## src/rtl/pcm_rx_pkg.sv

```systemverilog
package pcm_rx_pkg;

    // Framing codes; the numeric values are the external encoding of fmt.
    typedef enum logic [1:0] {
        FMT_RJ16 = 2'b00,
        FMT_RJ24 = 2'b01,
        FMT_LJ24 = 2'b10,
        FMT_I2S  = 2'b11
    } fmt_e;

endpackage

```

## src/rtl/pcm_rx_frame_sync.sv

```systemverilog
module pcm_rx_frame_sync
    import pcm_rx_pkg::*;
(
    input  logic clk,
    input  logic rst_n,
    input  logic lrclk,
    input  fmt_e fmt,
    output logic half_start,
    output logic half_close,
    output logic closed_left
);

    typedef struct packed {
        logic       lr_dly;
        logic       lr_prev;
        logic [1:0] warm;
        logic       started;
    } sync_t;

    sync_t sync_d, sync_q;
    logic  lr_eff;
    logic  armed;

    always_comb begin
        // I2S data trails the frame clock by one slot; delaying the clock
        // turns it into a left-justified stream with inverted polarity.
        lr_eff      = (fmt == FMT_I2S) ? sync_q.lr_dly : lrclk;
        armed       = (sync_q.warm == 2'd2);
        half_start  = armed && (lr_eff != sync_q.lr_prev);
        half_close  = half_start && sync_q.started;
        closed_left = (fmt == FMT_I2S) ? ~sync_q.lr_prev : sync_q.lr_prev;

        sync_d         = sync_q;
        sync_d.lr_dly  = lrclk;
        sync_d.lr_prev = lr_eff;
        if (!armed) begin
            sync_d.warm = sync_q.warm + 2'd1;
        end
        if (half_start) begin
            sync_d.started = 1'b1;
        end
    end

    always_ff @(posedge clk) begin
        if (!rst_n) begin
            sync_q <= '0;
        end else begin
            sync_q <= sync_d;
        end
    end

    // in the justified framings a new half starts exactly on a frame-clock change
    assert_edge_justified_R3: assert property (@(posedge clk) disable iff (!rst_n)
        (armed && fmt != FMT_I2S) |-> (half_start == (lrclk != $past(lrclk))));

    // nothing is closed before the first half boundary seen after reset
    assert_no_early_close_R10: assert property (@(posedge clk) disable iff (!rst_n)
        (!sync_q.started) |-> !half_close);

endmodule

```

## src/rtl/pcm_rx_word_asm.sv

```systemverilog
module pcm_rx_word_asm
    import pcm_rx_pkg::*;
#(
    parameter int WORD_W  = 24,
    parameter int SHORT_W = 16,
    parameter int CNT_W   = 6
) (
    input  logic              clk,
    input  logic              rst_n,
    input  fmt_e              fmt,
    input  logic              sbit,
    input  logic              half_start,
    output logic [WORD_W-1:0] word,
    output logic              word_ok
);

    localparam int PAD_W = WORD_W - SHORT_W;
    localparam logic [CNT_W-1:0] CNT_MAX  = {CNT_W{1'b1}};
    localparam logic [CNT_W-1:0] NEED_FUL = CNT_W'(WORD_W);
    localparam logic [CNT_W-1:0] NEED_SHT = CNT_W'(SHORT_W);

    typedef struct packed {
        logic [WORD_W-1:0] acc;
        logic [CNT_W-1:0]  cnt;
    } asm_t;

    asm_t asm_d, asm_q;
    logic lsb_mode;

    always_comb begin
        lsb_mode = (fmt == FMT_RJ16) || (fmt == FMT_RJ24);

        asm_d = asm_q;
        if (half_start) begin
            asm_d.cnt = CNT_W'(1);
            asm_d.acc = '0;
            if (lsb_mode) begin
                asm_d.acc[0] = sbit;
            end else begin
                asm_d.acc[WORD_W-1] = sbit;
            end
        end else begin
            if (asm_q.cnt != CNT_MAX) begin
                asm_d.cnt = asm_q.cnt + CNT_W'(1);
            end
            if (lsb_mode) begin
                // Right-justified: keep the newest bits; the final ones win.
                asm_d.acc = {asm_q.acc[WORD_W-2:0], sbit};
            end else begin
                // Left-justified: place slot i at bit WORD_W-1-i, drop the rest.
                for (int i = 0; i < WORD_W; i++) begin
                    if (asm_q.cnt == CNT_W'(i)) begin
                        asm_d.acc[WORD_W-1-i] = sbit;
                    end
                end
            end
        end

        if (fmt == FMT_RJ16) begin
            word = {asm_q.acc[SHORT_W-1:0], {PAD_W{1'b0}}};
        end else begin
            word = asm_q.acc;
        end

        if ((fmt == FMT_RJ24) || (fmt == FMT_LJ24)) begin
            word_ok = (asm_q.cnt >= NEED_FUL);
        end else begin
            word_ok = (asm_q.cnt >= NEED_SHT);
        end
    end

    always_ff @(posedge clk) begin
        if (!rst_n) begin
            asm_q <= '0;
        end else begin
            asm_q <= asm_d;
        end
    end

    // the first slot of a left-aligned half lands in the MSB
    assert_msb_first_slot_R3: assert property (@(posedge clk) disable iff (!rst_n)
        (half_start && !lsb_mode) |=> (asm_q.acc[WORD_W-1] == $past(sbit)));

    // in right-justified framings the newest bit is always the LSB
    assert_lsb_newest_R5: assert property (@(posedge clk) disable iff (!rst_n)
        lsb_mode |=> (asm_q.acc[0] == $past(sbit)));

    // the slot count restarts at each half and never falls inside one
    assert_cnt_restart_R8: assert property (@(posedge clk) disable iff (!rst_n)
        half_start |=> (asm_q.cnt == CNT_W'(1)));

    assert_cnt_monotonic_R8: assert property (@(posedge clk) disable iff (!rst_n)
        (!half_start) |=> (asm_q.cnt >= $past(asm_q.cnt)));

endmodule

```

## src/rtl/pcm_rx_pair_out.sv

```systemverilog
module pcm_rx_pair_out #(
    parameter int WORD_W = 24
) (
    input  logic              clk,
    input  logic              rst_n,
    input  logic              half_close,
    input  logic              closed_left,
    input  logic [WORD_W-1:0] word,
    input  logic              word_ok,
    output logic [WORD_W-1:0] left_q,
    output logic [WORD_W-1:0] right_q,
    output logic              valid_q
);

    typedef struct packed {
        logic [WORD_W-1:0] hold;
        logic              hold_ok;
        logic [WORD_W-1:0] left;
        logic [WORD_W-1:0] right;
        logic              valid;
    } pair_t;

    pair_t pair_d, pair_q;

    always_comb begin
        pair_d       = pair_q;
        pair_d.valid = 1'b0;
        if (half_close) begin
            if (closed_left) begin
                pair_d.hold    = word;
                pair_d.hold_ok = word_ok;
            end else begin
                if (pair_q.hold_ok && word_ok) begin
                    pair_d.left  = pair_q.hold;
                    pair_d.right = word;
                    pair_d.valid = 1'b1;
                end
                pair_d.hold_ok = 1'b0;
            end
        end
    end

    always_ff @(posedge clk) begin
        if (!rst_n) begin
            pair_q <= '0;
        end else begin
            pair_q <= pair_d;
        end
    end

    assign left_q  = pair_q.left;
    assign right_q = pair_q.right;
    assign valid_q = pair_q.valid;

    // strobe lasts one cycle
    assert_valid_single_R7: assert property (@(posedge clk) disable iff (!rst_n)
        valid_q |=> !valid_q);

    // outputs move only together with the strobe
    assert_outputs_hold_R7: assert property (@(posedge clk) disable iff (!rst_n)
        (!valid_q) |-> ($stable(left_q) && $stable(right_q)));

    // a strobe always follows the close of a right half
    assert_valid_after_right_R7: assert property (@(posedge clk) disable iff (!rst_n)
        valid_q |-> $past(half_close && !closed_left));

endmodule

```

## src/rtl/pcm_serial_rx.sv

```systemverilog
module pcm_serial_rx
    import pcm_rx_pkg::*;
#(
    parameter int WORD_W  = 24,
    parameter int SHORT_W = 16,
    parameter int CNT_W   = 6
) (
    input  logic              clk,
    input  logic              rst_n,
    input  logic              lrclk,
    input  logic              sdata_pri,
    input  logic              sdata_sec,
    input  logic [1:0]        fmt,
    input  logic              ctl_3wire,
    input  logic              sec_sel,
    output logic [WORD_W-1:0] left_out,
    output logic [WORD_W-1:0] right_out,
    output logic              sample_valid
);

    fmt_e              fmt_sel;
    logic              ser_bit;
    logic              half_start;
    logic              half_close;
    logic              closed_left;
    logic [WORD_W-1:0] word;
    logic              word_ok;

    always_comb begin
        fmt_sel = fmt_e'(fmt);
        ser_bit = (ctl_3wire && sec_sel) ? sdata_sec : sdata_pri;
    end

    pcm_rx_frame_sync u_sync (
        .clk         (clk),
        .rst_n       (rst_n),
        .lrclk       (lrclk),
        .fmt         (fmt_sel),
        .half_start  (half_start),
        .half_close  (half_close),
        .closed_left (closed_left)
    );

    pcm_rx_word_asm #(
        .WORD_W  (WORD_W),
        .SHORT_W (SHORT_W),
        .CNT_W   (CNT_W)
    ) u_asm (
        .clk        (clk),
        .rst_n      (rst_n),
        .fmt        (fmt_sel),
        .sbit       (ser_bit),
        .half_start (half_start),
        .word       (word),
        .word_ok    (word_ok)
    );

    pcm_rx_pair_out #(
        .WORD_W (WORD_W)
    ) u_pair (
        .clk         (clk),
        .rst_n       (rst_n),
        .half_close  (half_close),
        .closed_left (closed_left),
        .word        (word),
        .word_ok     (word_ok),
        .left_q      (left_out),
        .right_q     (right_out),
        .valid_q     (sample_valid)
    );

endmodule

```

## config.mk

```make
export PLATFORM = sky130hd
export DESIGN_NAME = pcm_serial_rx
export DESIGN_NICKNAME = d
export VERILOG_FILES = /design/src/rtl/pcm_rx_pkg.sv /design/src/rtl/pcm_rx_frame_sync.sv /design/src/rtl/pcm_rx_word_asm.sv /design/src/rtl/pcm_rx_pair_out.sv /design/src/rtl/pcm_serial_rx.sv
export SDC_FILE = /design/constraint.sdc
export NUM_CORES = 1
export LEC_CHECK = 0
export ABC_AREA = 1
export BUFFER_PORTS_ARGS = -buffer_cell sky130_fd_sc_hd__buf_2
export CORE_ASPECT_RATIO = 0.75
export CORE_MARGIN = 2
export CORE_UTILIZATION = 55
export CTS_BUF_LIST = sky130_fd_sc_hd__clkbuf_8
export DETAILED_ROUTE_END_ITERATION = 10
export PLACE_DENSITY_LB_ADDON = 0.05
export SLEW_MARGIN = 25
export SYNTH_ARGS = -nofsm -noshare
export SYNTH_HDL_FRONTEND = slang
export SYNTH_SLANG_ARGS = --single-unit
```

## constraint.sdc

```tcl
create_clock -name clk -period 1.7 [get_ports clk]
set_clock_uncertainty 0.1 [all_clocks]
set_input_delay 0.085 -clock clk [delete_from_list [all_inputs] [get_ports clk]]
set_output_delay 0.085 -clock clk [all_outputs]
set_load 0.1 [all_outputs]
```

==> results of run 1 <==
## layer usage
metal  GRT usage [%]  wire (µm)
met3            4.67        898
met5               0          0
met1            35.2       6870
met4            6.90        182
met2            37.6       5560
## worst max-delay path, cell delays in order, from the launching register on
cell	delay, ns
dfxtp_2	0.36
inv_2	0.05
nand3_1	0.17
nand4_1	0.24
nor2_4	0.21
buf_12	0.15
buf_6	0.16
nor2_1	0.05
nor2_1	0.09
## area by class of cell
| class | count | area (µm²) | area share, % |
|---|---|---|---|
| clock buffer | 11 | 151 | 2.52 |
| clock inverter | 5 | 58.8 | 0.978 |
| inverter | 67 | 255 | 4.24 |
| multi-input combinational | 531 | 2420 | 40.2 |
| sequential | 109 | 2190 | 36.4 |
| tap | 132 | 165 | 2.75 |
| timing repair buffer | 100 | 779 | 13.0 |
## logic make-up after synthesis
family          share of synthesized area, %
flops                                   40.5
xor+xnor                               0.163
fa+ha+maj                               1.86
simple gates                            33.1
compound gates                          7.93
buf+inv                                 15.5
mux                                    0.930
## state kept, by name, summed over array words and instances, names as in the netlist
| signal | cells |
|---|---|
| u_asm.asm_q | 30 |
| u_pair.pair_q | 25 |
| u_pair.left_q | 24 |
| u_pair.right_q | 24 |
| u_sync.sync_q | 5 |
| u_pair.valid_q | 1 |
## where the power goes
group	total, W	internal (W)	switching [W]
Sequential	0.00274	0.00265	0.0000940
Clock	0.00164	0.000762	0.000875
Combinational	0.000790	0.000294	0.000495
Total	0.00517	0.00371	0.00146
## cells in the final DEF (no fill, tap or decap), types with 3 or more instances in the layout
cell type,n
nor2_1,176
nand2_1,155
dfxtp_1,105
nand3_1,87
inv_1,59
buf_2,57
o21ai_0,33
a21oi_1,33
buf_4,26
a31oi_1,11
clkbuf_8,11
buf_12,8
ha_1,7
inv_2,6
mux2i_1,5
nand2_2,4
nor2_4,4
o21ai_1,4
dfxtp_2,4
nand4_1,3
clkbuf_16,3
buf_6,3
dlygate4sd3_1,3
## timing repair
| item | 4_1_cts | 5_1_grt |
|---|---|---|
| endpoints found under the hold margin | 4 | 0 |
| pin swaps | 0 | 11 |
| resized for setup | 1 | 17 |
| cloned | 0 | 6 |
| buffers inserted | 0 | 4 |
| hold buffers | 3 | 0 |
| setup endpoints to repair | 70 | 79 |
## final timing paths
kind / slack, ns / cells past startpoint / end / from
hold reg to reg: 0.38 / 2 / u_pair.right_q[11] / u_pair.right_q[11]
setup reg to reg: 0.06 / 8 / u_pair.left_q[16] / u_sync.sync_q[3]
setup / recovery: 0.06 / 8 / u_pair.left_q[16] / u_sync.sync_q[3]
hold / removal: 0.10 / 4 / u_asm.asm_q[6] / sdata_sec
## through the flow
stage | TNS [ns] | worst slack (ns) | hold WS, ns | instances
after floorplan | 0 | 0.0529 | 0.0785 | 800
after global placement | 0 | 0.0131 | 0.197 | 926
after detailed placement | -1.77 | -0.0606 | 0.218 | 926
after CTS | 0 | 0.0127 | 0.0812 | 945
after global routing | -0.136 | -0.0169 | 0.189 | 955
final | 0 | 0.0562 | 0.102 | 955
==> results summary, run 1 <==
The part of the Yosys area used for sequential elements is 40.5%. The via count of the first global-routing pass is about 4200. The initial DRC count came out at ~450. The number of antenna violations at the first check in global routing came out at 0. For this run, the share of the core covered by cells in the final layout is 62.8%. The pin count of the biggest net entering global routing came out at 56. 0 antenna diodes ended up in the layout. The fraction of the cycle the final worst path needs is 96.7%. The number of maximum-capacitance violations is 0. The leakage power came out at roughly 2.6 nW. The power consumption came out at 0.00517 W. In this run the remaining antenna-violating nets after routing total 0.

Yosys attributes the largest share of cell area to dfxtp_1 41%, nor2_1 12%, nand2_1 11%. The average cell area after synthesis came out at 6.73 µm². The data required time at the worst endpoint is between 1.5 and 2 ns. The core area is 9580 µm². The number of levels the H-tree was split into came out at 3. The half-perimeter wire length after detailed placement came out at 9400 µm. Once the floorplan was initialized, standard cells occupied 56.2% of the core.

By instance count, the leading cell after synthesis is nor2_1. The worst setup path is of the flip-flop to flip-flop kind. The count of buffers inserted at the top-level ports is 57. The total iterations of the first detailed-routing run came out at 5.

The number of enable flip-flop cells after synthesis is 0. The share of flip-flops with an asynchronous set or reset is 0%. The global placement routability congestion came out at between 0.9 and 1. The number of different library cells used by synthesis comes to 25.

The fill cell instance count of the final layout came out at 947. The per-cell routed wire length is about 14 µm. The finished cells cover 6020 µm². The maximum fanout count along the critical path came out at 12.

The kind of start point of the critical path is a flip-flop. The share of cells above drive strength 1 came out at 16.8%. The number of register bits inferred by synthesis came out at 109.

The largest total area in the synthesized netlist belongs to dfxtp_1. The first global-routing pass estimated 20600 µm of wire. The post-synthesis net count is 817. The largest buffer count on any clock path came out at 2. After technology mapping, the gate count stands at 800. The timing-limited maximum frequency is 608 MHz. By count the netlist is led by 177 x nor2_1, 157 x nand2_1, 109 x dfxtp_1. In this run the clock root is driven by a clkbuf_8. The final layout contains 835 nets.

TritonCTS built the clock tree. The minimum clock period came out at 1.64 ns. The number of top-level pins is 58.

The number of sinks on the clock net is 109. The overall die area is approximately 11000 µm². The final count of hold timing violations is 0. Across the VDD grid, the largest voltage drop is between 0.6 and 0.7 mV. The die outline height is about 90 µm. The arrival time of data at the critical path endpoint is 1.86 ns. The total overflow left after global routing is 0. The top cell type by area accounts for 40.5% of the synthesized area. The count of unresolved DRC violations after routing is 0. The die width is 118 µm. The most used flip-flop cell after synthesis is dfxtp_1.

The clock insertion delay at the later pin of the skew report came out at 0.38 ns. The total via count in the routed design is 4929. During synthesis, Yosys emitted a total of 0 warnings. The count of standard-cell rows is 31. The number of buffers inserted during clock tree synthesis came out at 9. The worst pin sits at a relative slew slack of 67.6%.

After clock tree synthesis, the clock-pin slew on the worst setup and hold paths is 0.10 ns. The layout overhead on the synthesized area is 11.8%. Using the TritonRoute via totals, the vias-per-cell ratio works out to ~5.2.

The power per cell area came out at ~860 nW/µm². The total track usage came out at 24.4%. The worst hold path belongs to the class primary input to flip-flop. In this run the cell area measured after placement is 5580 µm². Setup violations remaining at the end of the flow were counted as 0. Wires add up to approximately 14000 µm.

For the pin with the worst max-slew slack, the measured transition is 0.481 ns. The final count of pins violating max slew was 0. The flow ran to the end, and the final reports show no timing, DRC or antenna violations.

STA classifies the critical path endpoint as a flip-flop. After synthesis the cells add up to 5380 µm².
No activity file was read; power rests on OpenSTA's default activity.
==> run 2: changes to the inputs <==
Settings changed: CORE_UTILIZATION 55 to 41.
==> results summary, run 2 (synthesis results as in run 1) <==
The flow ran to the end, and the final reports show no timing, DRC or antenna violations. For the pin with the worst max-slew slack, the measured transition is 0.549 ns. The global placement routability congestion came out at 0.857. In this run the critical register-to-register path is launched from u_sync.sync_q[2]. The classification of the worst setup path is primary input to flip-flop. The initial DRC count came out at 504. The total track usage is 20.4%. The die width is 136 µm. Detailed placement ended at an HPWL of 10000 µm. The tree is rooted in a clkbuf_8. The die is 103 µm tall.

The overall routed net length is between 15000 and 20000 µm. The final setup slack of the worst path came out at 0.0187 ns. The layout overhead on the synthesized area came out at 14.6%. For this block, the via count after detailed routing is 4981. The largest buffer count on any clock path came out at 2. The minimum clock period is approximately 1.7 ns. During placement, the flow inserted port buffers numbering 57. Data on the critical path is required at its endpoint by 1.93 ns. The sequential power share came out at 53.5%. The final count of pins violating max slew was 0.

The sum of negative setup slack came out at 0 ns. In this design, the stage delay of the slowest critical-path cell is 0.54 ns. The count of standard-cell rows is 36.

The initial cell density of the core came out at 41.8%. For this run, the top clock speed supported by timing is 595 MHz. The cell occurring most often along the worst timing path is nor2_1.

The worst setup path is captured at a flip-flop. The pin count of the biggest net entering global routing is just over 70. The final standard cell utilization of the core is between 40% and 50%. The worst setup path is launched from a primary input. The setup violation total in the final timing report came out at 0. The signal on the critical path passes through dlygate4sd3_1, buf_2, inv_1, nand2_1, nand3_2, nand4_1, nor2_4, buf_12, clkbuf_16, nor2_1, nor2_1. Leaving out fill and tap cells, the most frequent cells in the layout are 176 x nor2_1, 154 x nand2_1, 106 x dfxtp_1. The share of cells above drive strength 1 came out at 17.7%. The total iterations of the first detailed-routing run came out at 5. The routed length on met3 came out at 823 µm. The launching instance or port of the critical path is lrclk.

Summed over all cells, the static leakage comes to about 2.7 nW. The number of buffers inserted during clock tree synthesis came out at 9. The register with the most flip-flops in the layout has 30 of them. The clock insertion delay at the later pin of the skew report came out at 0.40 ns. In this run the count of I/O pins placed on the die edge is 58.

In this run, the combinational gates consume 16.5% of the power. After clock tree synthesis, the clock-pin slew on the worst setup and hold paths is about 0.10 ns. The number of antenna violations at the first check in global routing is 0. The arrival time of data at the critical path endpoint came out at 1.91 ns. After filler insertion, the fill cell instance count of the layout stands at 1375. In this run the standard cell core region covers 12900 µm².

The remaining antenna violation count came out at 0. TritonCTS built the clock tree. The worst-case headroom to the max-slew limit came out at 63.0%. Ranked by flip-flop count, first place goes to u_asm.asm_q. The master of the slowest instance on the critical path is dlygate4sd3_1.

The number of vias per cell after detailed routing is between 4 and 5. In the final layout, the registers with the most flip-flops are u_asm.asm_q: 30 flops, u_pair.pair_q: 25 flops. The routed length on met2 is just over 6000 µm. The cell internal power dissipation came out at 0.00356 W. The detailed router put a total of approximately 8000 µm of wire on met1.

On the critical path the largest part of the delay comes from buffers and inverters. The maximum fanout count along the critical path is 6. The worst slack at placement is -0.0511 ns. The net switching share of the total power came out at 30.7%. The count of unresolved DRC violations after routing came out at 0. The final count of hold timing violations came out at 0. The highest layer touched by signal routing is met4. The number of maximum-capacitance violations is 0.

The library cell used most frequently in the layout, excluding fill and tap cells, is nor2_1. VDD sags by at most roughly 0.38 mV. The clock network fraction of total power came out at 30.1%. For this design the ratio of total power to cell area is 833 nW/µm². The worst hold path belongs to the class primary input to flip-flop. In this run the most critical hold path is launched from sdata_sec. For this design the total switching power over the nets is 0.00158 W.

The via count of the first global-routing pass came out at ~4300. The fraction of the cycle the final worst path needs is between 90% and 100%. For this design, the sink count on the clock tree is 109.

Dividing the detail-routed wire length by the instance count gives 15.3 µm. The overall die area is 14100 µm². The number of buffers and inverters on the critical path came out at 5. The count of inserted antenna diode cells is 0. The wire length of the first global-routing pass came out at approximately 22000 µm. The number of levels the H-tree was split into is 3. The number of nets at the end of the flow is 844. The overflow left after global routing came out at 0.
## run 2: cell types whose count changed in the layout (fill, tap and decap cells not counted), moves of 2 or more
cell | previous run | this run
clkbuf_16 | 3 | 5
buf_4 | 26 | 31
inv_6 | 0 | 2
dfxtp_2 | 4 | 1
dfxtp_4 | 0 | 2
## run 2: through the flow
| stage | power (W) | instances | area (µm²) | hold WS (ns) |
|---|---|---|---|---|
| 6_report | 0.00514 | 1003 | 6170 | 0.0925 |
| 5_1_grt | 0.00542 | 1003 | 6170 | 0.103 |
| 4_1_cts | 0.00510 | 986 | 5860 | 0.0824 |
| 3_5_place_dp | 0.00356 | 967 | 5650 | 0.223 |
| 3_3_place_gp | 0.00355 | 967 | 5650 | 0.193 |
| 2_1_floorplan | 0.00327 | 800 | 5380 | 0.0785 |
## run 2: area by class of cell
type / count / area (µm²) / area share, %
Multi-Input combinational cell: 531 / 2420 / 39.3
Clock inverter: 6 / 46.3 / 0.751
Inverter: 67 / 254 / 4.12
Tap cell: 171 / 214 / 3.47
Sequential cell: 109 / 2190 / 35.5
Timing Repair Buffer: 109 / 902 / 14.6
Clock buffer: 10 / 138 / 2.23
## run 2: final timing paths
path	end	slack, ns	cells after the start
worst min-delay path	u_asm.asm_q[6]	0.09	4
worst max register to register	u_pair.left_q[6]	0.04	7
worst min register to register	u_pair.left_q[10]	0.39	2
worst max-delay path	u_pair.left_q[6]	0.02	11
## run 2: what timing repair did
action / CTS / global route
buffers inserted: 0 / 8
pin swaps: 0 / 10
hold endpoints to repair: 5 / 0
setup endpoints to repair: 69 / 75
hold buffers: 3 / 0
gates resized for setup: 1 / 19
cloned: 0 / 9
## run 2: tightest hold or removal path: stages
cell and delay [ns]:
buf_2 0.07, o21ai_0 0.11, o21bai_1 0.17, a21oi_1 0.11
## run 2: metal layers
metal / GRT usage (%) / vias up
met5: 0 / -
met4: 4.41 / 0
met3: 4.39 / 13
met2: 29.5 / 144
met1: 30.9 / 2309
li1: - / 2515
## run 2: power by group through the flow
stage | Clock [W] | Combinational [W] | Sequential [W]
finish | 0.00154 | 0.000847 | 0.00275
detailed placement | 0 | 0.000760 | 0.00280
global route | 0.00170 | 0.000964 | 0.00276
CTS | 0.00159 | 0.000772 | 0.00274
floorplan | 0 | 0.000511 | 0.00276
global placement | 0 | 0.000749 | 0.00280
